--- src/rtl/sr_wr_pkg.sv ---
package sr_wr_pkg;
  localparam logic [7:0] OP_WREN = 8'h06;
  localparam logic [7:0] OP_WRSR = 8'h01;
  localparam logic [7:0] OP_RDSR = 8'h05;

  typedef struct packed {
    logic       srwd;
    logic       rsv;
    logic       tb;
    logic [2:0] bp;
    logic       wel;
    logic       wip;
  } status_t;
endpackage

--- src/rtl/sr_wr_sync.sv ---
module sr_wr_sync #(
  parameter int               WIDTH   = 1,
  parameter int               STAGES  = 2,
  parameter logic [WIDTH-1:0] RST_VAL = '0
) (
  input  logic             clk,
  input  logic             rst_n,
  input  logic [WIDTH-1:0] d,
  output logic [WIDTH-1:0] q
);
  logic [WIDTH-1:0] stg [STAGES];

  for (genvar g = 0; g < STAGES; g++) begin : g_stage
    logic [WIDTH-1:0] src;
    if (g == 0) begin : g_first
      assign src = d;
    end else begin : g_next
      assign src = stg[g-1];
    end
    always_ff @(posedge clk or negedge rst_n) begin
      if (!rst_n) stg[g] <= RST_VAL;
      else        stg[g] <= src;
    end
  end

  assign q = stg[STAGES-1];
endmodule

--- src/rtl/sr_wr_rx.sv ---
module sr_wr_rx #(
  parameter int CNT_W = 5
) (
  input  logic             clk,
  input  logic             rst_n,
  input  logic             sck_rise,
  input  logic             cs_fall,
  input  logic             mosi,
  output logic [CNT_W-1:0] cnt,
  output logic [15:0]      shreg
);
  localparam logic [CNT_W-1:0] CNT_MAX = '1;

  logic [CNT_W-1:0] cnt_d;
  logic [15:0]      sh_d;

  always_comb begin
    cnt_d = cnt;
    sh_d  = shreg;
    if (cs_fall) begin
      cnt_d = '0;
    end else if (sck_rise) begin
      sh_d = {shreg[14:0], mosi};
      if (cnt != CNT_MAX) cnt_d = cnt + 1'b1;
    end
  end

  always_ff @(posedge clk or negedge rst_n) begin
    if (!rst_n) begin
      cnt   <= '0;
      shreg <= '0;
    end else begin
      cnt   <= cnt_d;
      shreg <= sh_d;
    end
  end

  AST_CNT_SATURATES: assert property (@(posedge clk) disable iff (!rst_n)
    (sck_rise && !cs_fall && cnt == CNT_MAX) |=> (cnt == CNT_MAX));
endmodule

--- src/rtl/sr_wr_tx.sv ---
module sr_wr_tx
  import sr_wr_pkg::*;
#(
  parameter int CNT_W = 5
) (
  input  logic             clk,
  input  logic             rst_n,
  input  logic             sck_rise,
  input  logic             sck_fall,
  input  logic             cs_fall,
  input  logic             cs_rise,
  input  logic [CNT_W-1:0] cnt,
  input  logic [6:0]       sh_low,
  input  logic             mosi,
  input  logic [7:0]       status,
  output logic             miso,
  output logic             miso_oe
);
  localparam logic [CNT_W-1:0] LAST_OP_BIT = CNT_W'(7);

  logic       rd_q, rd_d;
  logic [2:0] idx_q, idx_d;
  logic [7:0] snap_q, snap_d;
  logic       miso_d;

  always_comb begin
    rd_d   = rd_q;
    idx_d  = idx_q;
    snap_d = snap_q;
    miso_d = miso;
    if (cs_fall || cs_rise) begin
      rd_d  = 1'b0;
      idx_d = '0;
    end else if (sck_rise && cnt == LAST_OP_BIT && {sh_low, mosi} == OP_RDSR) begin
      rd_d  = 1'b1;
      idx_d = '0;
    end else if (sck_fall && rd_q) begin
      if (idx_q == 3'd0) begin
        snap_d = status;
        miso_d = status[7];
      end else begin
        miso_d = snap_q[3'd7 - idx_q];
      end
      idx_d = idx_q + 1'b1;
    end
  end

  always_ff @(posedge clk or negedge rst_n) begin
    if (!rst_n) begin
      rd_q   <= 1'b0;
      idx_q  <= '0;
      snap_q <= '0;
      miso   <= 1'b0;
    end else begin
      rd_q   <= rd_d;
      idx_q  <= idx_d;
      snap_q <= snap_d;
      miso   <= miso_d;
    end
  end

  assign miso_oe = rd_q;

  AST_OE_OFF_AT_END: assert property (@(posedge clk) disable iff (!rst_n)
    cs_rise |=> !miso_oe);
endmodule

--- src/rtl/sr_wr_core.sv ---
module sr_wr_core
  import sr_wr_pkg::*;
#(
  parameter int CNT_W = 5,
  parameter int WCYC  = 64
) (
  input  logic             clk,
  input  logic             rst_n,
  input  logic             cs_rise,
  input  logic [CNT_W-1:0] cnt,
  input  logic [15:0]      shreg,
  input  logic             wp_n,
  output status_t          sts
);
  localparam int            TMR_W   = (WCYC > 2) ? $clog2(WCYC) : 1;
  localparam logic [TMR_W-1:0] TMR_MAX = TMR_W'(WCYC - 1);
  localparam logic [CNT_W-1:0] LEN_EN = CNT_W'(8);
  localparam logic [CNT_W-1:0] LEN_WR = CNT_W'(16);

  status_t          sts_d;
  logic [TMR_W-1:0] tmr_q, tmr_d;
  logic             wren_hit, wrsr_hit, wr_ok;

  assign wren_hit = cs_rise && cnt == LEN_EN && shreg[7:0]  == OP_WREN;
  assign wrsr_hit = cs_rise && cnt == LEN_WR && shreg[15:8] == OP_WRSR;
  assign wr_ok    = sts.wel && !(sts.srwd && !wp_n);

  always_comb begin
    sts_d     = sts;
    sts_d.rsv = 1'b0;
    tmr_d     = tmr_q;
    if (sts.wip) begin
      if (tmr_q == TMR_MAX) begin
        sts_d.wip = 1'b0;
        sts_d.wel = 1'b0;
      end else begin
        tmr_d = tmr_q + 1'b1;
      end
    end else if (wren_hit) begin
      sts_d.wel = 1'b1;
    end else if (wrsr_hit && wr_ok) begin
      sts_d.srwd = shreg[7];
      sts_d.tb   = shreg[5];
      sts_d.bp   = shreg[4:2];
      sts_d.wip  = 1'b1;
      tmr_d      = '0;
    end
  end

  always_ff @(posedge clk or negedge rst_n) begin
    if (!rst_n) begin
      sts   <= '0;
      tmr_q <= '0;
    end else begin
      sts   <= sts_d;
      tmr_q <= tmr_d;
    end
  end

  AST_WREN_ARMS: assert property (@(posedge clk) disable iff (!rst_n)
    (wren_hit && !sts.wip) |=> sts.wel);
  AST_NO_LATCH_NO_WRITE: assert property (@(posedge clk) disable iff (!rst_n)
    (wrsr_hit && !sts.wel && !sts.wip) |=> (!sts.wip && $stable(sts)));
  AST_HW_PROTECT: assert property (@(posedge clk) disable iff (!rst_n)
    (wrsr_hit && sts.srwd && !wp_n && !sts.wip) |=> (!sts.wip && $stable(sts)));
  AST_END_CLEARS_LATCH: assert property (@(posedge clk) disable iff (!rst_n)
    $fell(sts.wip) |-> !sts.wel);
  AST_BUSY_LOCKS_FIELDS: assert property (@(posedge clk) disable iff (!rst_n)
    (sts.wip && wrsr_hit) |=> ($stable(sts.bp) && $stable(sts.tb) && $stable(sts.srwd)));
  AST_TMR_RANGE: assert property (@(posedge clk) disable iff (!rst_n)
    tmr_q <= TMR_MAX);
endmodule

--- src/rtl/sr_wr_ctrl.sv ---
module sr_wr_ctrl
  import sr_wr_pkg::*;
#(
  parameter int WCYC      = 64,
  parameter int SYNC_STGS = 2
) (
  input  logic       clk,
  input  logic       rst_n,
  input  logic       spi_sck,
  input  logic       spi_cs_n,
  input  logic       spi_mosi,
  input  logic       wp_n,
  output logic       spi_miso,
  output logic       spi_miso_oe,
  output logic [7:0] status,
  output logic [2:0] blk_prot,
  output logic       top_bot,
  output logic       wr_dis
);
  localparam int CNT_W = 5;

  logic       rst_s_n;
  logic [3:0] pins_s;
  logic       sck_s, cs_s, mosi_s, wp_s;
  logic       sck_q, cs_q;
  logic       sck_rise, sck_fall, cs_rise, cs_fall;
  logic [CNT_W-1:0] cnt;
  logic [15:0]      shreg;
  status_t          sts;

  sr_wr_sync #(.WIDTH(1), .STAGES(2), .RST_VAL(1'b0)) u_rst_sync (
    .clk(clk), .rst_n(rst_n), .d(1'b1), .q(rst_s_n));

  sr_wr_sync #(.WIDTH(4), .STAGES(SYNC_STGS), .RST_VAL(4'b1100)) u_pin_sync (
    .clk(clk), .rst_n(rst_s_n), .d({wp_n, spi_cs_n, spi_sck, spi_mosi}), .q(pins_s));

  assign {wp_s, cs_s, sck_s, mosi_s} = pins_s;

  always_ff @(posedge clk or negedge rst_s_n) begin
    if (!rst_s_n) begin
      sck_q <= 1'b0;
      cs_q  <= 1'b1;
    end else begin
      sck_q <= sck_s;
      cs_q  <= cs_s;
    end
  end

  assign sck_rise = sck_s && !sck_q && !cs_s;
  assign sck_fall = !sck_s && sck_q && !cs_s;
  assign cs_fall  = !cs_s && cs_q;
  assign cs_rise  = cs_s && !cs_q;

  sr_wr_rx #(.CNT_W(CNT_W)) u_rx (
    .clk(clk), .rst_n(rst_s_n), .sck_rise(sck_rise), .cs_fall(cs_fall),
    .mosi(mosi_s), .cnt(cnt), .shreg(shreg));

  sr_wr_core #(.CNT_W(CNT_W), .WCYC(WCYC)) u_core (
    .clk(clk), .rst_n(rst_s_n), .cs_rise(cs_rise), .cnt(cnt), .shreg(shreg),
    .wp_n(wp_s), .sts(sts));

  sr_wr_tx #(.CNT_W(CNT_W)) u_tx (
    .clk(clk), .rst_n(rst_s_n), .sck_rise(sck_rise), .sck_fall(sck_fall),
    .cs_fall(cs_fall), .cs_rise(cs_rise), .cnt(cnt), .sh_low(shreg[6:0]),
    .mosi(mosi_s), .status(sts), .miso(spi_miso), .miso_oe(spi_miso_oe));

  assign status   = sts;
  assign blk_prot = sts.bp;
  assign top_bot  = sts.tb;
  assign wr_dis   = sts.srwd;
endmodule

--- config.mk ---
export PLATFORM = sky130hd
export DESIGN_NAME = sr_wr_ctrl
export DESIGN_NICKNAME = d
export VERILOG_FILES = /design/src/rtl/sr_wr_pkg.sv /design/src/rtl/sr_wr_sync.sv /design/src/rtl/sr_wr_rx.sv /design/src/rtl/sr_wr_tx.sv /design/src/rtl/sr_wr_core.sv /design/src/rtl/sr_wr_ctrl.sv
export SDC_FILE = /design/constraint.sdc
export NUM_CORES = 1
export LEC_CHECK = 0
export BUFFER_PORTS_ARGS = -buffer_cell sky130_fd_sc_hd__buf_2
export CORE_MARGIN = 2
export CORE_UTILIZATION = 55
export CTS_BUF_LIST = sky130_fd_sc_hd__clkbuf_4 sky130_fd_sc_hd__clkbuf_8
export CTS_CLUSTER_DIAMETER = 100
export DETAILED_ROUTE_END_ITERATION = 8
export GPL_TIMING_DRIVEN = 0
export PLACE_DENSITY = 0.82
export SETUP_SLACK_MARGIN = 0.15
export SYNTH_ARGS = -nofsm -noshare
export SYNTH_HDL_FRONTEND = slang
export SYNTH_SLANG_ARGS = --single-unit
export TNS_END_PERCENT = 30
--- constraint.sdc ---
create_clock -name clk -period 1.7 [get_ports clk]
set_input_delay 0.17 -clock clk [delete_from_list [all_inputs] [get_ports clk]]
set_output_delay 0.17 -clock clk [all_outputs]
set_load 0.005 [all_outputs]
---- Word level (Yosys, flattened, before mapping) ----
Index checks and enable logic that the tools add are counted.
operators by class
  mux-type cells .......................... 20
  reductions and logical operators ........ 37
  eq/ne operators ......................... 11
  bitwise logic cells ..................... 5
  add/subtract/negate cells ............... 4
  order comparisons ....................... 1
operators with widths
  operator               number
  $mux W6                4
  $eq A8 B3 Y1 const B   2
  $logic_and A1 B1 Y1    16
  $mux W5                3
  $reduce_bool A2 Y1     5
  $mux W3                3
  $reduce_and A3 Y1      3
  $eq A8 B1 Y1 const B   1
  $mux W1                7
  $add A6 B1 Y6 const B  1
  $eq A6 B6 Y1 const B   1
  $logic_not A1 Y1       6
  $reduce_and A2 Y1      3
  $add A5 B1 Y5 const B  1
  $eq A5 B3 Y1 const B   1
  $eq A5 B4 Y1 const B   1
  $eq A5 B5 Y1 const B   1
  $ne A5 B5 Y1 const B   1
  $not A1 Y1             5
  $lt A3 B4 Y1 const B   1
  $mux W2                2
  $ne A2 B2 Y1 const B   2
  $reduce_and A4 Y1      1
  $add A3 B1 Y3 const B  1
  other kinds (6)        6
word-level totals
  output and inout bits ................... 15
  word-level logic and storage cells ...... 96
  bits of input ports ..................... 6
  register bits ........................... 58

---- Longest topological paths before layout ----
Gate-level depths: netlist (run 1).
  word-level depth ........................ 8
  gate-level depth with buffers ........... 7
  gate-level depth less buffers ........... 7

---- By module ----
Synthesis (run 1) repeated with hierarchy kept, for this count alone.
unflattened totals
  cell total of the unflattened synthesis .. 197
  area total of the unflattened synthesis .. 2,670.1 µm²
by module, submodules not included
  module                   area an instance (µm²)  seq. area each (µm²)  times used  cells each
  sr_wr_rx                 905.9                   525.5                 1           58
  sr_wr_tx                 724.4                   325.3                 1           56
  sr_wr_core               664.4                   325.3                 1           61
  sr_wr_sync (u_pin_sync)  205.2                   205.2                 1           8
  sr_wr_ctrl               120.1                   51.3                  1           12
  sr_wr_sync (u_rst_sync)  50.0                    50.0                  1           2

---- Worst setup path after synthesis (run 1) ----
OpenSTA, ideal clock, no wires.
  path kind ............................... reg-to-reg
  from .................................... reg u_rx.cnt[0]
  to ...................................... reg u_rx.cnt[3]
  path slack .............................. -0.238 ns
  clock period less this slack ............ 1.938 ns
  path buffers ............................ 0
  library setup time ...................... 0.127 ns
  arrival ................................. 1.811 ns
  cell stages (with the launch flop) ...... 8
  data required time ...................... 1.573 ns
  path through ............................ dfrtp_1 ha_1 and3_1 ha_1 nor4b_2 nand4_1 xor2_1 nor2_1
on the way
  word-level cells in the longest chain between the ends .. 4
  elaborated cells on any way between the ends .. 7
  classes of those cells .................. add/sub: 1; eq/ne: 1; mux: 3; reduce/logical: 2
ends and longest elaborated chain
  element                 line            RTL
  from (decl)             sr_wr_rx.sv:9   output logic [CNT_W-1:0] cnt,
  from (signal assigned)  sr_wr_rx.sv:33  cnt <= cnt_d;
  $add A5 B1 Y5           sr_wr_rx.sv:24  if (cnt != CNT_MAX) cnt_d = cnt + 1'b1;
  $mux W5                 sr_wr_rx.sv:24
  $mux W5                 sr_wr_rx.sv:22  end else if (sck_rise) begin
  $mux W5                 sr_wr_rx.sv:20  if (cs_fall) begin
Several ways; a longest one is shown, not always the timed one. The select of a mux whose other input is x is not followed.
A chain may end at the register's enable or synchronous reset.

---- Worst setup path after layout (run 1) ----
  from .................................... reg u_rx.cnt[0]
  to ...................................... reg u_rx.cnt[1]
Same word-level chain as after synthesis.

==> run metrics, run 1 <==
status=finished with violations; failing checks=setup timing; Worst Setup Start Kind=flop; synthesis-stage register bit count=58; Util after Layout=0.7655; synth warn=0; multiplexer area fraction after synthesis=0.1559; largest net degree at the start of global routing=57; dpl hpwl=2809 um; I/O Buffers=19; Ports=21; die width=72.56 um; DR WL/cell=18.32 um; number of max-cap violations=0; WL met2=2861 um; CTS Buf Count=9; Setup Crit Path Kind=flop to flop; root buffer cell=clkbuf_8; Leakage=1.647 nW; critical path data required time=1.93 ns; Hold WC Path Type=input pin to asynchronous set/reset pin; Skew-Pair Late Insertion Delay=0.34 ns; FMAX=539.3 MHz; Synth top area share=0.5131; DRT Pass-1 Iters=4; top cells by count, synth=dfrtp_1, mux2_2, nand2_1; worst vdd ir=0.0009641 V; total core area=0.004444 mm2; row count=24; largest family of logic cells by synthesized area=multiplexers; Max-slew headroom=0.2203; Worst Path Arrival=2.09 ns; Post-synth EDFFs=0; clock skew=0.01235 ns; asr flop ratio synth=1.000; Final Cell Area=0.003402 mm2; clk buf depth=2; Syn Area/Cell=12.92 um2; net count of the mapped netlist=214; worst reg2reg startpoint=u_rx.cnt[0]; CTS tree=yes; simple-gate share of the synthesized area=0.1215; Post-DRT Antenna Nets=0; initial antenna violation count=0; fin crit period=1.854 ns; Critical path origin=u_rx.cnt[0]; pwr/cell area=937.9 mW/mm2; Placed Instance Area=0.002775 mm2; setup violators final=25; vias per inst=5.633; worst slack, placed=-0.2511 ns; dpl cells=271; top_reg_cell synth=dfrtp_1; final WL=5697 um; share of cells above drive strength 1=0.4826; H-tree levels=3; Syn Inst Count=200; number of global-route vias before repair=1,742; first-pass GRT wire length=8597 um; Netlist cell types=45; synth top area cells=dfrtp_1, mux2_2, mux2_4; Die H=72.56 um; via count=1,752; crit path capture type=flop; routability cong.=0.7513; Worst Tran Pin Value=1.170 ns; Yosys top cell by area=dfrtp_1; die area=0.005264 mm2; Synth Area in Compound Gates=0.05034; top sig layer=met4; Final Non-Filler Cells=311; CTS clock-pin slew for the worst setup and hold paths=0.06 ns; Max Slew Vio Count=0; initial core utilization=0.5816; critical path peak fanout=4; most numerous cell in the Yosys netlist=dfrtp_1; initial DRC count=124; Multi-input gate area=0.001211 mm2; Adder-Cell Fraction of Synth Area=0.03872; sequential area share after synthesis=0.5639; Area Overhead vs Synth=31.61%; met3 routed WL=208 um; WL met1=2504 um; nets@finish=269; Clock Sink Count=58; Fin Setup TNS=-0.8790 ns; RSZ-0062 raised after global routing=true; # diodes=0; final worst setup slack=-0.1544 ns; FILL cells=275; Total GRT Usage=0.2201; # DRC=0; Synth Cell Area=0.002585 mm2; Final period util=1.091; final hold vios=0; Synth Area in XOR/XNOR=0.02372; Reg area=0.001459 mm2; grt ovf=0
[power breakdown]
part | switching, mW | internal, mW | leakage, nW
Clock | 0.521 | 0.736 | 0.103
Sequential | 0.135 | 1.48 | 0.760
Combinational | 0.113 | 0.208 | 0.784
Total | 0.769 | 2.42 | 1.65
[cells in the final DEF (no fill, tap or decap), drive strengths merged, types with 5 or more instances in the layout]
cell type and count:
ha 8, nor2 16, buf 48, dlygate4sd3 5
mux2i 5, mux2 28, dfstp 5, clkbuf 12
nand2 16, dfrtp 53, o21ai 9, inv 9
[layout make-up]
| type | instances | share of cell area |
|---|---|---|
| tap | 52 | 0.01912 |
| sequential | 58 | 0.4288 |
| clock inverter | 3 | 0.01177 |
| buffer | 9 | 0.02391 |
| clock buffer | 12 | 0.04487 |
| inverter | 9 | 0.009930 |
| multi-input combinational | 124 | 0.3560 |
| timing repair buffer | 44 | 0.1056 |
[per-layer routing]
metal,up-vias,GRT usage
met3,16,0.06944
met5,-,0
li1,795,-
met1,899,0.3030
met2,42,0.3253
met4,0,0.09053
[critical path: stages (launching register included)]
cell and delay [ns]:
dfrtp_1 0.40, ha_2 0.22, and3_4 0.19, ha_4 0.16, nor4b_4 0.35, buf_4 0.21, nor2_2 0.04, a21oi_2 0.12
nor2_1 0.05
[state kept, by name, summed over array words and instances (netlist names)]
name                    count
u_rst_sync.g_stage.src      1
u_rst_sync.q                1
u_rx.shreg                 16
u_tx.snap_q                 7
sck_q                       1
u_core.tmr_q                6
cs_q                        1
u_pin_sync.q                4
u_tx.miso_oe                1
u_tx.idx_q                  3
u_pin_sync.g_stage.src      4
u_rx.cnt                    5
u_core.sts                  7
u_tx.miso                   1
[final timing paths]
path,end,slack [ns],cells past startpoint
setup / recovery,u_rx.cnt[1],-0.15,8
hold / removal,u_rst_sync.q,0.15,2
setup reg to reg,u_rx.cnt[1],-0.15,8
hold reg to reg,u_rst_sync.q,0.35,0
max in group asynchronous,u_rx.shreg[14],0.47,0
min in group clk,u_rst_sync.q,0.35,0
[cells by family after synthesis]
logic type                 Yosys count
muxes                               33
other                                2
and+or+nand+nor                     53
AOI/OAI and AO/OA                   21
DFF                                 58
xor gates and xnor gates             7
adders and majority gates            8
buffers and inverters               18
[stage by stage]
step,power (mW),hold WS (ns)
floorplan,1.760,-0.1256
global placement,1.812,-0.04482
detailed placement,1.826,-0.04294
CTS,3.138,0.1406
global route,3.297,0.1396
finish,3.191,0.1483
[what timing repair did]
item,4_1_cts,5_1_grt
gates resized for setup,37,16
hold buffers,5,0
cloned,1,0
hold endpoints to repair,6,0
pin swaps,8,12
buffers inserted,14,5
setup endpoints to repair,42,46
Power figures use the tool's default switching activity.
==> run 2, diff against run 1 <==
- CORE_UTILIZATION: 55 -> 50
- PLACE_DENSITY: 0.82 -> 0.76
==> run 2 against run 1 <==
- the flow still finishes with violations (setup timing)
- sequential share of layout area is 0.33 points lower
- cell count up 5.5%
- setup slack gained 0.079 ns
- sequential power is essentially flat
- global-route usage down 2.3 points
- via count down 3.9%
- utilization shrank 8.6 points
- clock-buffer cell count is 2 higher
- critical path type unchanged
- largest power group unchanged
==> run metrics, run 2 (synthesis results as in run 1) <==
CTS Buf Count=9 (unchanged); Post-DRT Antenna Nets=0 (unchanged); Worst Setup Start Kind=flop; Total GRT Usage=0.1970 (-0.02316); WL met2=2700 um (-5.6%); pwr/cell area=948.1 mW/mm2 (+1.1%); most common cell after layout, fill and taps aside=dfrtp_1; setup violators final=20 (-20%); final WL=5288 um (-7.2%); FMAX=563.3 MHz (+4.5%); RSZ-0062 raised after global routing=true; Setup Crit Path Kind=flop to flop; die area=0.005761 mm2 (+9.4%); root buffer cell=clkbuf_8; max FFs per register=16 (unchanged); CTS tree=yes; row count=26 (+8.3%); critical path cell sequence=ha_2 -> and3_4 -> ha_4 -> nor4b_4 -> buf_4 -> buf_6 -> nand2_2 -> xor2_1 -> nor2_1; WP buf/inv=2 (+1); failing checks=setup timing; Clock Sink Count=58 (unchanged); initial core utilization=0.5127 (-0.06899); Fin Setup TNS=-0.5345 ns (+0.3446 ns); via count=1,683 (-3.9%); Max Slew Vio Count=0 (unchanged); share of cells above drive strength 1=0.4884 (+0.005747); clk buf depth=2 (unchanged); Leakage=1.627 nW (-1.2%); Ports=21 (unchanged); clock skew=0.01104 ns (-0.001305 ns); Worst Path Arrival=2.04 ns (-0.05 ns); total core area=0.005042 mm2 (+13%); Area Overhead vs Synth=32.62%; initial DRC count=100 (-19%); worst reg2reg startpoint=u_rx.cnt[0]; Biggest register=u_rx.shreg; met3 routed WL=159 um (-24%); grt ovf=0 (unchanged); final worst setup slack=-0.07535 ns (+0.07907 ns); Top Registers=u_rx.shreg x16, u_core.sts x7, u_tx.snap_q x7; Util after Layout=0.6799 (-0.08558); Final period util=1.044 (-0.04651); worst vdd ir=0.0005555 V (-42%); Die H=75.90 um (+4.6%); critical path data required time=1.96 ns (+0.03 ns); most frequent cells in the layout=dfrtp_1, mux2_4, buf_2; reg2reg path depth=9 (+1); vias per inst=5.131 (-8.9%); FF-to-FF End=u_rx.cnt[2]; status=finished with violations; number of max-cap violations=0 (unchanged); Critical Path Max Stage Delay=0.38 ns (-0.02 ns); initial antenna violation count=0 (unchanged); Max-slew headroom=0.2051 (-0.01518); nets@finish=267 (-0.74%); Largest delay share family, worst path=simple AND/OR/NAND/NOR gates; r2r setup slk=-0.08 ns (+0.08 ns); die width=75.90 um (+4.6%); Worst Tran Pin Value=1.192 ns (+0.02277 ns); final hold vios=0 (unchanged); first-pass GRT wire length=8907 um (+3.6%); # diodes=0 (unchanged); critical path peak fanout=2 (-2); I/O Buffers=19 (unchanged); crit path capture type=flop; WL met1=2368 um (-5.4%); dpl hpwl=2800 um (-0.33%); Hold WC Path Type=input pin to asynchronous set/reset pin; top sig layer=met4; fin crit period=1.775 ns (-0.07907 ns); CTS clock-pin slew for the worst setup and hold paths=0.06 ns (about the same); # DRC=0 (unchanged); DR WL/cell=16.12 um (-12%); largest net degree at the start of global routing=57 (unchanged); H-tree levels=3 (unchanged); Skew-Pair Late Insertion Delay=0.33 ns (about the same); DRT Pass-1 Iters=5 (+1); CP max stage cell=dfrtp_1; routability cong.=0.7671 (+2.1%); number of global-route vias before repair=1,754 (+0.69%)
## run 2: cell types whose count changed in the layout (fill, tap and decap cells not counted), moves of 2 or more
cell and delta:
buf_4 -2, inv_1 -2, mux2_2 +7, mux2_4 -7
nor2_2 -2, nor4_1 +2, nor4_2 -2
## run 2: worst max-delay path by stage
stage                 from           to  slack (ns)  cells past startpoint
6_report       u_rx.cnt[0]  u_rx.cnt[2]       -0.08                      9
5_1_grt        u_rx.cnt[0]  u_rx.cnt[2]       -0.18                      9
4_1_cts        u_rx.cnt[0]  u_rx.cnt[4]       -0.03                      7
3_5_place_dp   u_rx.cnt[0]  u_rx.cnt[3]       -0.23                      7
3_3_place_gp   u_rx.cnt[0]  u_rx.cnt[3]       -0.20                      7
2_1_floorplan  u_rx.cnt[0]  u_rx.cnt[3]       -0.09                      7
## run 2: what timing repair did
item	CTS	global route
pin swaps	5	13
setup buffers	15	2
hold endpoints to repair	6	0
resized for setup	26	27
endpoints found under the setup margin	44	45
hold buffers	5	0
cloned	1	0
## run 2: layer usage
| metal | GRT usage | up-vias |
|---|---|---|
| met2 | 0.3107 | 29 |
| met4 | 0.1036 | 0 |
| met3 | 0.03929 | 6 |
| met1 | 0.2592 | 853 |
| met5 | 0 | - |
| li1 | - | 795 |
## run 2: final cells by class
cell class	count	area, um2
Sequential cell	58	1459
Fill cell	318	1614
Buffer	9	81.33
Clock buffer	14	173.9
Timing Repair Buffer	42	344.1
Multi-Input combinational cell	124	1211
Inverter	9	36.28
Tap cell	70	87.58
Clock inverter	2	35.03
## run 2: worst reg2reg max path, delay by kind of cell, from the launching register on
family | cells | cell delay (ns)
fa+ha+maj | 2 | 0.35
buf+inv | 2 | 0.26
simple gates | 4 | 0.59
flops | 1 | 0.38
xor+xnor | 1 | 0.13
## run 2: report_power, final
group | internal [mW] | switching, mW
sequential | 1.48 | 0.127
clock | 0.805 | 0.525
combinational | 0.208 | 0.109
## run 2: stage by stage
stage	setup WS (ns)	hold slack (ns)	power (mW)	cells	area, um2
after detailed placement	-0.2336	-0.04207	1.826	289	2798
after global placement	-0.2008	-0.04491	1.815	289	2798
after floorplan	-0.08879	-0.1256	1.760	200	2615
after global routing	-0.1799	0.1520	3.378	328	3428
final	-0.07535	0.1548	3.250	328	3428
after CTS	-0.02723	0.1360	3.218	326	3311
